File: config.mk
export PLATFORM = sky130hd
export DESIGN_NAME = segbus_master
export DESIGN_NICKNAME = d
export VERILOG_FILES = /design/src/rtl/segbus_pkg.sv /design/src/rtl/segbus_addr_gen.sv /design/src/rtl/segbus_lane_sel.sv /design/src/rtl/segbus_tstate_fsm.sv /design/src/rtl/segbus_master.sv
export SDC_FILE = /design/constraint.sdc
export NUM_CORES = 1
export LEC_CHECK = 0
export ABC_AREA = 0
export BUFFER_PORTS_ARGS = -buffer_cell sky130_fd_sc_hd__buf_2
export CORE_MARGIN = 1
export CORE_UTILIZATION = 40
export CTS_CLUSTER_SIZE = 10
export DETAILED_ROUTE_END_ITERATION = 12
export PLACE_DENSITY = 0.67
export RECOVER_POWER = 50
export SYNTH_ARGS = -nofsm -noshare
export SYNTH_HDL_FRONTEND = slang
export SYNTH_SLANG_ARGS = --single-unit
File: constraint.sdc
create_clock -name clk -period 3.39 [get_ports clk]
set_input_delay 0.5085 -clock clk [delete_from_list [all_inputs] [get_ports clk]]
set_output_delay 0.5085 -clock clk [all_outputs]
set_load 0.05 [all_outputs]
File: src/rtl/segbus_pkg.sv
// Shared types for the segmented bus cycle controller.
// Assumes a single clock domain; state encoding is free for synthesis.
package segbus_pkg;

    typedef enum logic [2:0] {
        TS_IDLE,
        TS_T1,
        TS_T2,
        TS_T3,
        TS_TW,
        TS_T4
    } tstate_e;

    localparam logic [2:0] ST_PASSIVE = 3'b111;

    // Status code of an active cycle: space bit, write bit, inverted write bit.
    function automatic logic [2:0] cycle_code(input logic is_mem, input logic is_wr);
        return {is_mem, is_wr, ~is_wr};
    endfunction

endpackage

File: src/rtl/segbus_addr_gen.sv
// Physical address former: segment shifted left by SHIFT bits plus offset,
// truncated to the physical width. Also gives the next byte address, which
// is used by the second half of a misaligned word.
// Assumes OFF_W <= SEG_W + SHIFT.
module segbus_addr_gen #(
    parameter int SEG_W = 16,
    parameter int OFF_W = 16,
    parameter int SHIFT = 4,
    localparam int PA_W = SEG_W + SHIFT
) (
    input  logic [SEG_W-1:0] seg,
    input  logic [OFF_W-1:0] off,
    output logic [PA_W-1:0]  pa,
    output logic [PA_W-1:0]  pa_next
);

    logic [PA_W:0] sum;

    // Full-width sum; the carry out of the top bit is dropped (wrap).
    always_comb begin
        sum     = {1'b0, seg, {SHIFT{1'b0}}} + {{(PA_W + 1 - OFF_W){1'b0}}, off};
        pa      = sum[PA_W-1:0];
        pa_next = pa + PA_W'(1);
    end

endmodule

File: src/rtl/segbus_lane_sel.sv
// Byte-lane steering for one bus cycle. Picks the high-byte enable from the
// cycle size and A0, places outgoing data on the proper lane (the idle lane
// reads 0) and extracts the addressed byte from incoming data.
// Assumes DATA_W is even.
module segbus_lane_sel #(
    parameter int DATA_W = 16,
    localparam int BYTE_W = DATA_W / 2
) (
    input  logic              word_cycle,
    input  logic              a0,
    input  logic [BYTE_W-1:0] byte_val,
    input  logic [DATA_W-1:0] full_val,
    input  logic [DATA_W-1:0] bus_in,
    output logic              bhe_n,
    output logic [DATA_W-1:0] drive_data,
    output logic [BYTE_W-1:0] pick_byte
);

    // Lane decode: the upper lane is enabled for whole words and odd bytes.
    always_comb begin
        bhe_n = ~(word_cycle | a0);
        if (word_cycle)
            drive_data = full_val;
        else if (a0)
            drive_data = {byte_val, {BYTE_W{1'b0}}};
        else
            drive_data = {{BYTE_W{1'b0}}, byte_val};
        pick_byte = a0 ? bus_in[DATA_W-1:BYTE_W] : bus_in[BYTE_W-1:0];
    end

endmodule

File: src/rtl/segbus_tstate_fsm.sv
// T-state sequencer. Runs T1, T2, T3, optional wait states, T4, and repeats
// once when the request is split into two byte cycles. The part flag tells
// which half of a split is running.
// Assumes start is only raised while idle.
module segbus_tstate_fsm import segbus_pkg::*; (
    input  logic    clk,
    input  logic    rst_n,
    input  logic    start,
    input  logic    ready,
    input  logic    split,
    output tstate_e state,
    output logic    part,
    output logic    last_t4
);

    // Final T4 of a request: either unsplit or second half.
    always_comb last_t4 = (state == TS_T4) && (part || !split);

    // State and part register with synchronous reset.
    always_ff @(posedge clk) begin
        if (!rst_n) begin
            state <= TS_IDLE;
            part  <= 1'b0;
        end else begin
            unique case (state)
                TS_IDLE: if (start) begin
                    state <= TS_T1;
                    part  <= 1'b0;
                end
                TS_T1:   state <= TS_T2;
                TS_T2:   state <= TS_T3;
                TS_T3:   state <= ready ? TS_T4 : TS_TW;
                TS_TW:   state <= ready ? TS_T4 : TS_TW;
                TS_T4: begin
                    if (split && !part) begin
                        state <= TS_T1;
                        part  <= 1'b1;
                    end else begin
                        state <= TS_IDLE;
                        part  <= 1'b0;
                    end
                end
                default: state <= TS_IDLE;
            endcase
        end
    end

    AST_T1_THEN_T2: assert property (@(posedge clk) disable iff (!rst_n)
        state == TS_T1 |=> state == TS_T2);
    AST_WAIT_INSERT: assert property (@(posedge clk) disable iff (!rst_n)
        (state == TS_T3 && !ready) |=> state == TS_TW);
    AST_SPLIT_REPEAT: assert property (@(posedge clk) disable iff (!rst_n)
        (state == TS_T4 && split && !part) |=> (state == TS_T1 && part));

endmodule

File: src/rtl/segbus_master.sv
// Bus cycle controller top. Captures a request when idle, forms the physical
// address, sequences one or two four-state cycles on the multiplexed bus,
// steers byte lanes, assembles read data and pulses done at the end.
// Assumes the target keeps read data stable through T4.
module segbus_master import segbus_pkg::*; #(
    parameter int SEG_W  = 16,
    parameter int OFF_W  = 16,
    parameter int SHIFT  = 4,
    parameter int DATA_W = 16,
    localparam int PA_W   = SEG_W + SHIFT,
    localparam int BYTE_W = DATA_W / 2,
    localparam int HI_W   = PA_W - DATA_W
) (
    input  logic              clk,
    input  logic              rst_n,
    input  logic              req_valid,
    input  logic [SEG_W-1:0]  req_seg,
    input  logic [OFF_W-1:0]  req_off,
    input  logic              req_write,
    input  logic              req_mem,
    input  logic              req_word,
    input  logic [DATA_W-1:0] req_wdata,
    output logic              busy,
    output logic              done,
    output logic [DATA_W-1:0] rd_data,
    output logic [DATA_W-1:0] bus_ad_out,
    output logic              bus_ad_oe,
    input  logic [DATA_W-1:0] bus_ad_in,
    output logic [HI_W-1:0]   bus_a_hi,
    output logic              ale,
    output logic              rd_n,
    output logic              wr_n,
    output logic              mio,
    output logic              bhe_n,
    input  logic              ready,
    output logic [2:0]        status
);

    tstate_e           state;
    logic              part, last_t4, start, split, word_cycle;
    logic              strobe_phase, active;
    logic [PA_W-1:0]   pa_now, pa_next_now, r_pa, r_pa2, cur_pa;
    logic              r_wr, r_mem, r_word;
    logic [DATA_W-1:0] r_wdata, r_rdbuf, lane_data;
    logic [BYTE_W-1:0] byte_val, pick_byte;
    logic              lane_bhe_n;

    segbus_addr_gen #(.SEG_W(SEG_W), .OFF_W(OFF_W), .SHIFT(SHIFT)) i_addr (
        .seg     (req_seg),
        .off     (req_off),
        .pa      (pa_now),
        .pa_next (pa_next_now)
    );

    segbus_tstate_fsm i_fsm (
        .clk     (clk),
        .rst_n   (rst_n),
        .start   (start),
        .ready   (ready),
        .split   (split),
        .state   (state),
        .part    (part),
        .last_t4 (last_t4)
    );

    segbus_lane_sel #(.DATA_W(DATA_W)) i_lane (
        .word_cycle (word_cycle),
        .a0         (cur_pa[0]),
        .byte_val   (byte_val),
        .full_val   (r_wdata),
        .bus_in     (bus_ad_in),
        .bhe_n      (lane_bhe_n),
        .drive_data (lane_data),
        .pick_byte  (pick_byte)
    );

    // Request acceptance and per-cycle selection of address and data byte.
    always_comb begin
        start        = req_valid && (state == TS_IDLE);
        split        = r_word && r_pa[0];
        word_cycle   = r_word && !r_pa[0];
        cur_pa       = part ? r_pa2 : r_pa;
        byte_val     = (split && part) ? r_wdata[DATA_W-1:BYTE_W] : r_wdata[BYTE_W-1:0];
        active       = (state != TS_IDLE);
        strobe_phase = (state == TS_T2) || (state == TS_T3) || (state == TS_TW);
    end

    // Bus pin drive derived from the T-state and the captured request.
    always_comb begin
        busy      = active;
        ale       = (state == TS_T1);
        rd_n      = !(strobe_phase && !r_wr);
        wr_n      = !(strobe_phase && r_wr);
        bus_ad_oe = ale || (r_wr && (strobe_phase || state == TS_T4));
        if (ale)
            bus_ad_out = cur_pa[DATA_W-1:0];
        else if (bus_ad_oe)
            bus_ad_out = lane_data;
        else
            bus_ad_out = '0;
        bus_a_hi  = ale ? cur_pa[PA_W-1:DATA_W] : '0;
        bhe_n     = active ? lane_bhe_n : 1'b1;
        mio       = active && r_mem;
        status    = (ale || strobe_phase) ? cycle_code(r_mem, r_wr) : ST_PASSIVE;
        rd_data   = r_rdbuf;
    end

    // Request capture on start; cleared on reset.
    always_ff @(posedge clk) begin
        if (!rst_n) begin
            r_pa    <= '0;
            r_pa2   <= '0;
            r_wr    <= 1'b0;
            r_mem   <= 1'b0;
            r_word  <= 1'b0;
            r_wdata <= '0;
        end else if (start) begin
            r_pa    <= pa_now;
            r_pa2   <= pa_next_now;
            r_wr    <= req_write;
            r_mem   <= req_mem;
            r_word  <= req_word;
            r_wdata <= req_wdata;
        end
    end

    // Read data assembly in T4 and the completion pulse.
    always_ff @(posedge clk) begin
        if (!rst_n) begin
            r_rdbuf <= '0;
            done    <= 1'b0;
        end else begin
            done <= last_t4;
            if (start)
                r_rdbuf <= '0;
            else if (state == TS_T4 && !r_wr) begin
                if (word_cycle)
                    r_rdbuf <= bus_ad_in;
                else if (split && part)
                    r_rdbuf[DATA_W-1:BYTE_W] <= pick_byte;
                else
                    r_rdbuf[BYTE_W-1:0] <= pick_byte;
            end
        end
    end

    AST_STROBE_EXCL: assert property (@(posedge clk) disable iff (!rst_n)
        rd_n || wr_n);
    AST_ALE_NO_STROBE: assert property (@(posedge clk) disable iff (!rst_n)
        ale |-> (rd_n && wr_n));
    AST_IDLE_PASSIVE: assert property (@(posedge clk) disable iff (!rst_n)
        !busy |-> status == ST_PASSIVE);
    AST_DONE_SINGLE: assert property (@(posedge clk) disable iff (!rst_n)
        done |=> !done);
    AST_ALE_DRIVES: assert property (@(posedge clk) disable iff (!rst_n)
        ale |-> bus_ad_oe);

endmodule

==> results of run 1 <==
[cell usage in the layout, fill, tap and decap left out, types with 3 or more instances in the layout]
cell type,count
nand2_1,106
dfxtp_1,80
a211oi_1,19
nand3_1,25
xor2_1,12
a21o_1,3
buf_2,99
nor2b_1,9
o211a_1,15
o211ai_1,4
and3_1,4
o21ai_1,5
clkbuf_16,9
a21oi_1,20
nor2_1,37
nand2b_1,7
nor3b_1,4
inv_1,7
or3_1,5
a21boi_0,30
bufinv_16,3
and2_1,10
nor3_1,9
ha_1,13
clkbuf_1,22
o22ai_1,16
mux2i_1,48
buf_4,9
xnor2_1,9
o21ai_0,19
o311ai_0,3
nand4_1,3
or2_2,4
a22oi_1,6
nor4_1,3
[logic make-up after synthesis]
| kind of cell | share of synthesized area |
|---|---|
| xor+xnor | 0.0375 |
| buf+inv | 0.0364 |
| fa+ha+maj | 0.0372 |
| simple gates | 0.235 |
| flops | 0.326 |
| compound gates | 0.228 |
| mux | 0.100 |
[sequential cells by signal, indices dropped and copies added (netlist names)]
register and flops:
r_pa2 20, rd_data 16, r_wr 1, r_word 1, done 1, r_pa 20
r_wdata 16, i_fsm.state 3, r_mem 1, i_fsm.part 1
[metrics by stage]
stage / cells / area, um2
CTS: 859 / 5970
global placement: 843 / 5630
detailed placement: 843 / 5630
finish: 859 / 5930
global route: 859 / 5930
floorplan: 605 / 4910
[routing by layer]
layer / GRT usage / wire length (um) / up-vias
met5: 0 / 0 / -
met4: 0.0818 / 331 / 0
met3: 0.0402 / 607 / 23
met2: 0.365 / 6190 / 136
met1: 0.251 / 5730 / 2167
li1: - / - / 2376
[worst register-to-register path: stages, from the launching register on]
cell,delay (ns)
dfxtp_1,0.43
nor3_1,0.28
and2_0,0.39
clkbuf_1,1.14
nand2_1,0.24
a21boi_0,0.21
[path summary, 6_finish.rpt]
kind / end / slack [ns] / depth (start not counted)
max: bus_ad_out[3] / 0.42 / 5
min: r_word$_SDFFE_PN0P_ / 0.42 / 3
max reg2reg: r_wdata[5]$_SDFFE_PN0P_ / 0.63 / 5
min reg2reg: r_pa[4]$_SDFFE_PN0P_ / 0.47 / 2
[area by class of cell]
type	count	area share
clock buffers	11	0.0409
clock inverters	5	0.0175
inverters	7	0.00443
multi-input cells	479	0.527
flip-flops and latches	80	0.270
well taps	147	0.0310
repair buffers	130	0.109
[power groups by stage]
stage / clock network [mW] / registers (mW) / logic, mW
floorplan: 0 / 1.12 / 0.772
global route: 1.18 / 1.16 / 1.09
CTS: 1.13 / 1.14 / 0.997
finish: 1.12 / 1.14 / 0.990
global placement: 0 / 1.16 / 0.973
detailed placement: 0 / 1.16 / 0.992
==> qor.csv, run 1 <==
stage,metric,value,unit
status,failing checks,"capacitance limit, slew limit",
global_route,initial antenna violation count,0,
clock_tree,hold buffer count at cts,0,
job,max_cap viols,1,
logic_synthesis,post-synthesis register bit count,80,
clock_tree,# Post-CTS Setup Buffers,0,
drt,post-DR vias/cell,5.47,
min_path,Hold WC Path Type,primary input to register,
critical_path,reg2reg start,i_fsm.state[2]$_SDFFE_PN0P_,
power_and_ir_drop,sw frac,0.343,
critical_path,Worst setup SP type,register,
timing,setup violators final,0,
clock_tree,"CTS clk-pin slew, worst paths",0.06,ns
critical_path,crit-path max FO,13,
critical_path,crit path buf inv count,2,
drt,drt first pass iters,4,
clock_tree,CTS Root Cell,clkbuf_16,
global_route,first-pass GRT wire length,21100,um
critical_path,"slowest stage delay, CP",0.54,ns
clock_tree,CTS resizes,0,
timing,Slew HR,-0.00155,
placed_design,Placer Congestion,0.875,
cells_and_area,P&R area growth vs syn,20.9,%
global_route,GR Overflow Total,0,
logic_synthesis,"Async S/R FF share, synth",0,
drt,DR DRC count,0,
critical_path,critical path's slowest cell,dfxtp_1,
logic_synthesis,main flop type after synthesis,dfxtp_1,
timing,Tmin final,2.97,ns
critical_path,Crit Path Class,register to output pin,
logic_synthesis,Avg Inst Size Synth,8.12,um2
floorplan,core area,12000,um2
timing,RSZ-0062 raised after global routing,false,
logic_synthesis,Cells after Synth,605,
min_path,HP Start,req_word,
timing,max frequency,337,MHz
timing,slew at the pin with the worst max-slew slack,1.50,ns
power_and_ir_drop,power per cell area,548,nW/um2
timing,hold_ws,0.422,ns
floorplan,IO Pins,118,
clock_tree,# H-tree levels,3,
floorplan,Die Y,113,um
critical_path,crit path capture type,output pin,
global_route,GRT Overall Usage,0.208,
logic_synthesis,Netlist cell types,60,
logic_synthesis,"Cell Area, Synth",4910,um2
cells_and_area,final net count,792,
cells_and_area,final core occ,0.494,
logic_synthesis,Yosys warning total,0,
placed_design,DP Worst Slack,0.103,ns
floorplan,Die Width,113,um
placed_design,# port buffers,117,
timing,setup TNS,0,ns
timing,final number of max-transition violations,37,
logic_synthesis,Synth area leader,dfxtp_1,
logic_synthesis,Synth area leaders,"dfxtp_1 (33%), mux2i_1 (9.8%), nand2_1 (8.1%), a21boi_0 (4.6%), ha_1 (3.3%)",
drt,routed len/inst,15.0,um
timing,Final Hold Viols,0,
critical_path,WP data arrival,2.46,ns
cells_and_area,Antenna Cells,0,
power_and_ir_drop,Switch Pwr,1.12,mW
logic_synthesis,Synth top cells by count,"nand2_1 (106), dfxtp_1 (80), mux2i_1 (48), nor2_1 (37), clkbuf_1 (32)",
clock_tree,number of buffers created by CTS,9,
timing,Clock Skew,0.00832,ns
cells_and_area,footprint of the multi-input gates,3130,um2
clock_tree,Max Buffers Root-to-Sink,2,
cells_and_area,layout cells sized above 1,0.201,
critical_path,crit-path cells,buf_4 > nand3_1 > mux2i_1 > o22ai_1 > buf_2,
cells_and_area,fillers,1202,
floorplan,Cell Rows,40,
logic_synthesis,sequential area share after synthesis,0.326,
cells_and_area,FF+latch area,1600,um2
drt,Routed Wire Length,12900,um
power_and_ir_drop,Int Pwr,2.13,mW
global_route,vias in the first global route,4426,
drt,DRT iter0 DRCs,310,
logic_synthesis,most frequent cell after synthesis,nand2_1,
logic_synthesis,"EDFF count, synth",0,
power_and_ir_drop,total power draw,3.25,mW
power_and_ir_drop,Seq pwr share,0.352,
timing,period utilisation layout,0.875,
clock_tree,CTS tree,yes,
power_and_ir_drop,Static Leak,2.53,nW
power_and_ir_drop,Max IR drop VDD,0.283,mV
clock_tree,Clock Latency Late Sink,0.34,ns
critical_path,Crit path required time,2.88,ns
clock_tree,Num Clock Sinks,80,
placed_design,Post-DP HPWL,9920,um
timing,setup ws final,0.425,ns
power_and_ir_drop,Comb pwr share,0.305,
power_and_ir_drop,Clk pwr share,0.343,
drt,post-route ant nets,0,
logic_synthesis,share of the synthesized area in the top cell type,0.326,
logic_synthesis,Syn Nets,690,
floorplan,Initial Util,0.409,
floorplan,total die area,12700,um2
global_route,largest net degree at the start of global routing,51,
status,status,"complete, but fails checks",
critical_path,crit-path leading delay family,buffers and inverters,
drt,total number of vias,4702,
critical_path,Setup crit start,i_fsm.part$_SDFFE_PN0P_,
Power figures use the tool's default switching activity.
==> run 2, diff against run 1 <==
--- a/config.mk
+++ b/config.mk
@@ -12,7 +12,7 @@
 export CTS_CLUSTER_SIZE = 10
 export DETAILED_ROUTE_END_ITERATION = 12
 export PLACE_DENSITY = 0.67
-export RECOVER_POWER = 50
+export SKIP_CTS_REPAIR_TIMING = 1
 export SYNTH_ARGS = -nofsm -noshare
 export SYNTH_HDL_FRONTEND = slang
 export SYNTH_SLANG_ARGS = --single-unit
==> run 2 against run 1 <==
- the flow now finishes without violations
- final cell count unchanged
- hold slack got worse by 0.0062 ns
- die area did not move
- clock-buffer cell count did not move
- critical path depth unchanged
- setup slack lost 0.0017 ns
- combinational power is 0.4% higher
- sequential power about the same
- sequential share of layout area down 0.17 points
- clock power hardly changed
- power is 0.10% higher
- critical path type unchanged
==> qor.csv, run 2 (same netlist as run 1, synthesis figures left out) <==
stage,metric,value,unit
drt,Routed Wire Length,12800,um
drt,total number of vias,4701,
global_route,GRT Overall Usage,0.208,
global_route,largest net degree at the start of global routing,51,
floorplan,Die Y,113,um
timing,Clock Skew,0.0105,ns
power_and_ir_drop,total power draw,3.25,mW
global_route,GR Overflow Total,0,
global_route,vias in the first global route,4426,
timing,hold_ws,0.416,ns
clock_tree,Clock Latency Late Sink,0.34,ns
placed_design,Placer Congestion,0.875,
timing,setup violators final,0,
timing,RSZ-0062 raised after global routing,false,
power_and_ir_drop,Static Leak,2.63,nW
status,status,"finished, final reports clean",
timing,Tmin final,2.97,ns
critical_path,worst setup path end,bus_ad_out[3],
clock_tree,# H-tree levels,3,
timing,period utilisation layout,0.875,
critical_path,Setup crit start,i_fsm.part$_SDFFE_PN0P_,
critical_path,WP data arrival,2.46,ns
clock_tree,"CTS clk-pin slew, worst paths",0.06,ns
critical_path,crit path capture type,output pin,
timing,Slew HR,0.647,
cells_and_area,"commonest non-fill, non-tap cells in the layout","buf_2 (117), nand2_1 (106), dfxtp_1 (80)",
job,max_cap viols,0,
cells_and_area,final net count,792,
cells_and_area,post-route insts no fill,859,
placed_design,# port buffers,117,
placed_design,Placed Cells,843,
clock_tree,Max Buffers Root-to-Sink,2,
timing,Final Hold Viols,0,
global_route,initial antenna violation count,0,
floorplan,IO Pins,118,
critical_path,Crit path required time,2.88,ns
power_and_ir_drop,power per cell area,545,nW/um2
drt,post-route ant nets,0,
cells_and_area,"most common cell after layout, fill and taps aside",buf_2,
critical_path,Worst setup SP type,register,
floorplan,Cell Rows,40,
floorplan,core area,12000,um2
timing,slew at the pin with the worst max-slew slack,0.529,ns
critical_path,Crit Path Class,register to output pin,
placed_design,Post-DP HPWL,9920,um
global_route,first-pass GRT wire length,21100,um
critical_path,"reg-to-reg slack, setup",1.35,ns
floorplan,total die area,12700,um2
drt,DRT iter0 DRCs,324,
floorplan,Initial Util,0.409,
drt,routed len/inst,14.9,um
cells_and_area,Antenna Cells,0,
cells_and_area,biggest regs,"r_pa2 x20, r_pa x20",
timing,max frequency,337,MHz
cells_and_area,P&R area growth vs syn,21.6,%
min_path,HP Start,req_wdata[13],
power_and_ir_drop,Max IR drop VDD,0.283,mV
critical_path,Reg-to-Reg End,rd_data[0]$_SDFFE_PP0P_,
clock_tree,CTS Root Cell,clkbuf_16,
timing,final number of max-transition violations,0,
drt,post-DR vias/cell,5.47,
clock_tree,Num Clock Sinks,80,
floorplan,Die Width,113,um
timing,setup TNS,0,ns
clock_tree,CTS tree,yes,
clock_tree,number of buffers created by CTS,9,
critical_path,crit-path max FO,13,
cells_and_area,final core occ,0.497,
min_path,Hold WC Path Type,primary input to register,
critical_path,R2R cell count,5,
critical_path,reg2reg start,i_fsm.part$_SDFFE_PN0P_,
cells_and_area,layout cells sized above 1,0.232,
drt,drt first pass iters,5,
drt,DR DRC count,0,
-- run 2: how the worst min path moves through the flow --
stage | end | slack (ns) | depth (start not counted)
global placement | r_pa[2]$_SDFFE_PN0P_ | 0.45 | 2
floorplan | r_pa[1]$_SDFFE_PN0P_ | 0.44 | 2
CTS | r_wdata[13]$_SDFFE_PN0P_ | 0.41 | 3
finish | r_wdata[13]$_SDFFE_PN0P_ | 0.42 | 3
global route | r_mem$_SDFFE_PN0P_ | 0.43 | 3
detailed placement | r_pa[4]$_SDFFE_PN0P_ | 0.46 | 2
-- run 2: where the power goes --
| group | switching, mW | total [mW] | internal, mW |
|---|---|---|---|
| Clock | 0.377 | 1.12 | 0.739 |
| Sequential | 0.0875 | 1.14 | 1.06 |
| Combinational | 0.651 | 0.994 | 0.343 |
| Total | 1.12 | 3.25 | 2.14 |
-- run 2: layer usage --
layer  vias up  share of wire  track usage
met1      2169           0.44        0.251
met5         -              0            0
met4         0          0.015       0.0818
met3        19          0.045       0.0402
li1       2377              -            -
met2       136           0.50        0.365
-- run 2: layout make-up --
cell class	instances	area, um2
Tap cell	147	184
Fill cell	1188	6040
Multi-Input combinational cell	479	3130
Clock inverter	5	104
Sequential cell	80	1600
Timing Repair Buffer	130	683
Clock buffer	11	243
Inverter	7	26.3
-- run 2: metrics by stage --
stage | instance area (um2) | worst slack (ns)
after CTS | 5970 | 0.445
after floorplan | 4910 | 0.397
after global routing | 5970 | 0.303
after detailed placement | 5630 | 0.103
after global placement | 5630 | 0.148
final | 5970 | 0.423
-- run 2: critical path, stage by stage, from the launching register on --
cell and delay [ns]:
dfxtp_1 0.54, buf_4 0.33, nand3_1 0.37, mux2i_1 0.26
o22ai_1 0.29, buf_2 0.32
==> run 3, diff against run 2 <==
==> constraint.sdc (replaced) <==
create_clock -name clk -period 3.39 [get_ports clk]
set_input_delay 0.339 -clock clk [delete_from_list [all_inputs] [get_ports clk]]
set_output_delay 0.339 -clock clk [all_outputs]
set_load 0.05 [all_outputs]
==> run 3 against run 2 <==
- final cell count shrank 0.23%
- largest cell class unchanged
- non-clock buffer count fell by 2
- setup slack gained 0.040 ns
- register-to-register slack got worse by 0.10 ns
- sequential power about the same
- power decreased by 4.4%
- hold slack got worse by 0.17 ns
==> qor.csv, run 3 (same netlist as run 1, synthesis figures left out) <==
stage,metric,value,unit
drt,DR DRC count,0,
critical_path,crit-path leading delay family,flip-flops,
timing,Clock Skew,0.00534,ns
clock_tree,CTS Root Cell,clkbuf_16,
power_and_ir_drop,total power draw,3.11,mW
critical_path,Worst setup SP type,register,
placed_design,Post-DP HPWL,9720,um
floorplan,Cell Rows,40,
power_and_ir_drop,power per cell area,526,nW/um2
floorplan,Initial Util,0.409,
min_path,Hold WC Path Type,primary input to register,
critical_path,crit-path max FO,16,
clock_tree,CTS tree,yes,
clock_tree,"CTS clk-pin slew, worst paths",0.06,ns
floorplan,Die Y,113,um
critical_path,Crit path required time,3.05,ns
clock_tree,# H-tree levels,3,
drt,post-route ant nets,0,
global_route,vias in the first global route,4365,
drt,drt first pass iters,5,
timing,final number of max-transition violations,0,
critical_path,crit path buf inv count,2,
cells_and_area,biggest regs,"r_pa2 x20, r_pa x20",
drt,DRT iter0 DRCs,292,
cells_and_area,"most common cell after layout, fill and taps aside",buf_2,
critical_path,"slowest stage delay, CP",0.78,ns
status,status,"finished, final reports clean",
job,max_cap viols,0,
cells_and_area,P&R area growth vs syn,20.5,%
cells_and_area,final core occ,0.492,
timing,Slew HR,0.522,
timing,period utilisation layout,0.863,
timing,max frequency,342,MHz
cells_and_area,"commonest non-fill, non-tap cells in the layout","buf_2 (117), nand2_1 (106), dfxtp_1 (80)",
power_and_ir_drop,Static Leak,2.60,nW
floorplan,Die Width,113,um
timing,setup TNS,0,ns
timing,slew at the pin with the worst max-slew slack,0.716,ns
drt,Routed Wire Length,12600,um
placed_design,# port buffers,117,
timing,Final Hold Viols,0,
global_route,largest net degree at the start of global routing,68,
drt,routed len/inst,14.7,um
cells_and_area,final net count,790,
drt,post-DR vias/cell,5.45,
timing,RSZ-0062 raised after global routing,false,
critical_path,critical path's slowest cell,dfxtp_1,
floorplan,core area,12000,um2
global_route,GRT Overall Usage,0.205,
timing,setup violators final,0,
cells_and_area,Antenna Cells,0,
placed_design,Placer Congestion,0.898,
critical_path,Crit Path Class,register to output pin,
power_and_ir_drop,Max IR drop VDD,0.242,mV
timing,Tmin final,2.93,ns
cells_and_area,layout cells sized above 1,0.231,
clock_tree,Max Buffers Root-to-Sink,2,
clock_tree,Clock Latency Late Sink,0.33,ns
critical_path,crit path capture type,output pin,
floorplan,total die area,12700,um2
clock_tree,Num Clock Sinks,80,
critical_path,crit-path cells,nand2b_1 > o21ai_0 > buf_4 > nand3_1 > o22ai_1 > buf_2,
clock_tree,number of buffers created by CTS,9,
global_route,first-pass GRT wire length,20900,um
critical_path,WP data arrival,2.59,ns
global_route,GR Overflow Total,0,
global_route,initial antenna violation count,0,
drt,total number of vias,4668,
floorplan,IO Pins,118,
run 3: cell types whose count changed in the layout (fill, tap and decap cells not counted), sizes merged:
cell / previous run / this run
buf: 130 / 128
clkinv: 2 / 3
inv: 7 / 10
clkbuf: 11 / 9
bufinv: 3 / 1
run 3: per-stage QoR:
step           hold WS (ns)  instance area, um2  setup slack (ns)  std cells
6_report              0.247                5910             0.463        857
2_1_floorplan         0.429                4910             0.567        605
5_1_grt               0.259                5910             0.285        857
4_1_cts               0.244                5910             0.522        857
3_3_place_gp          0.451                5610             0.320        841
3_5_place_dp          0.457                5610             0.263        841
run 3: worst reg2reg max path: stages, from the launching register on:
cell      delay [ns]
dfxtp_1         0.78
nand3_1         0.54
nor3b_1         0.31
buf_4           0.20
a211oi_1        0.23
run 3: final cells by class:
type	instances	area (um2)
Multi-Input combinational cell	479	3130
Timing Repair Buffer	128	668
Clock buffer	9	225
Clock inverter	7	78.8
Inverter	7	26.3
Tap cell	147	184
Sequential cell	80	1600
Fill cell	1196	6100
run 3: worst paths after layout:
| check | from | end | slack [ns] | depth (start not counted) |
|---|---|---|---|---|
| setup / recovery | i_fsm.part$_SDFFE_PN0P_ | bus_ad_out[2] | 0.46 | 6 |
| hold / removal | req_wdata[14] | r_wdata[14]$_SDFFE_PN0P_ | 0.25 | 3 |
| setup reg to reg | i_fsm.part$_SDFFE_PN0P_ | rd_data[0]$_SDFFE_PP0P_ | 1.25 | 4 |
| hold reg to reg | r_pa[5]$_SDFFE_PN0P_ | r_pa[5]$_SDFFE_PN0P_ | 0.46 | 2 |
run 3: metal layers:
layer	GRT usage	wire, um	part of all wire
met1	0.254	5770	0.46
met2	0.358	6140	0.49
met3	0.0289	557	0.044
met4	0.0800	155	0.012
met5	0	0	0
run 3: power breakdown:
| part | internal [mW] | leakage [nW] | switching (mW) | total (mW) |
|---|---|---|---|---|
| Sequential | 1.06 | 0.655 | 0.0884 | 1.14 |
| Clock | 0.579 | 0.151 | 0.399 | 0.978 |
| Combinational | 0.340 | 1.79 | 0.649 | 0.989 |
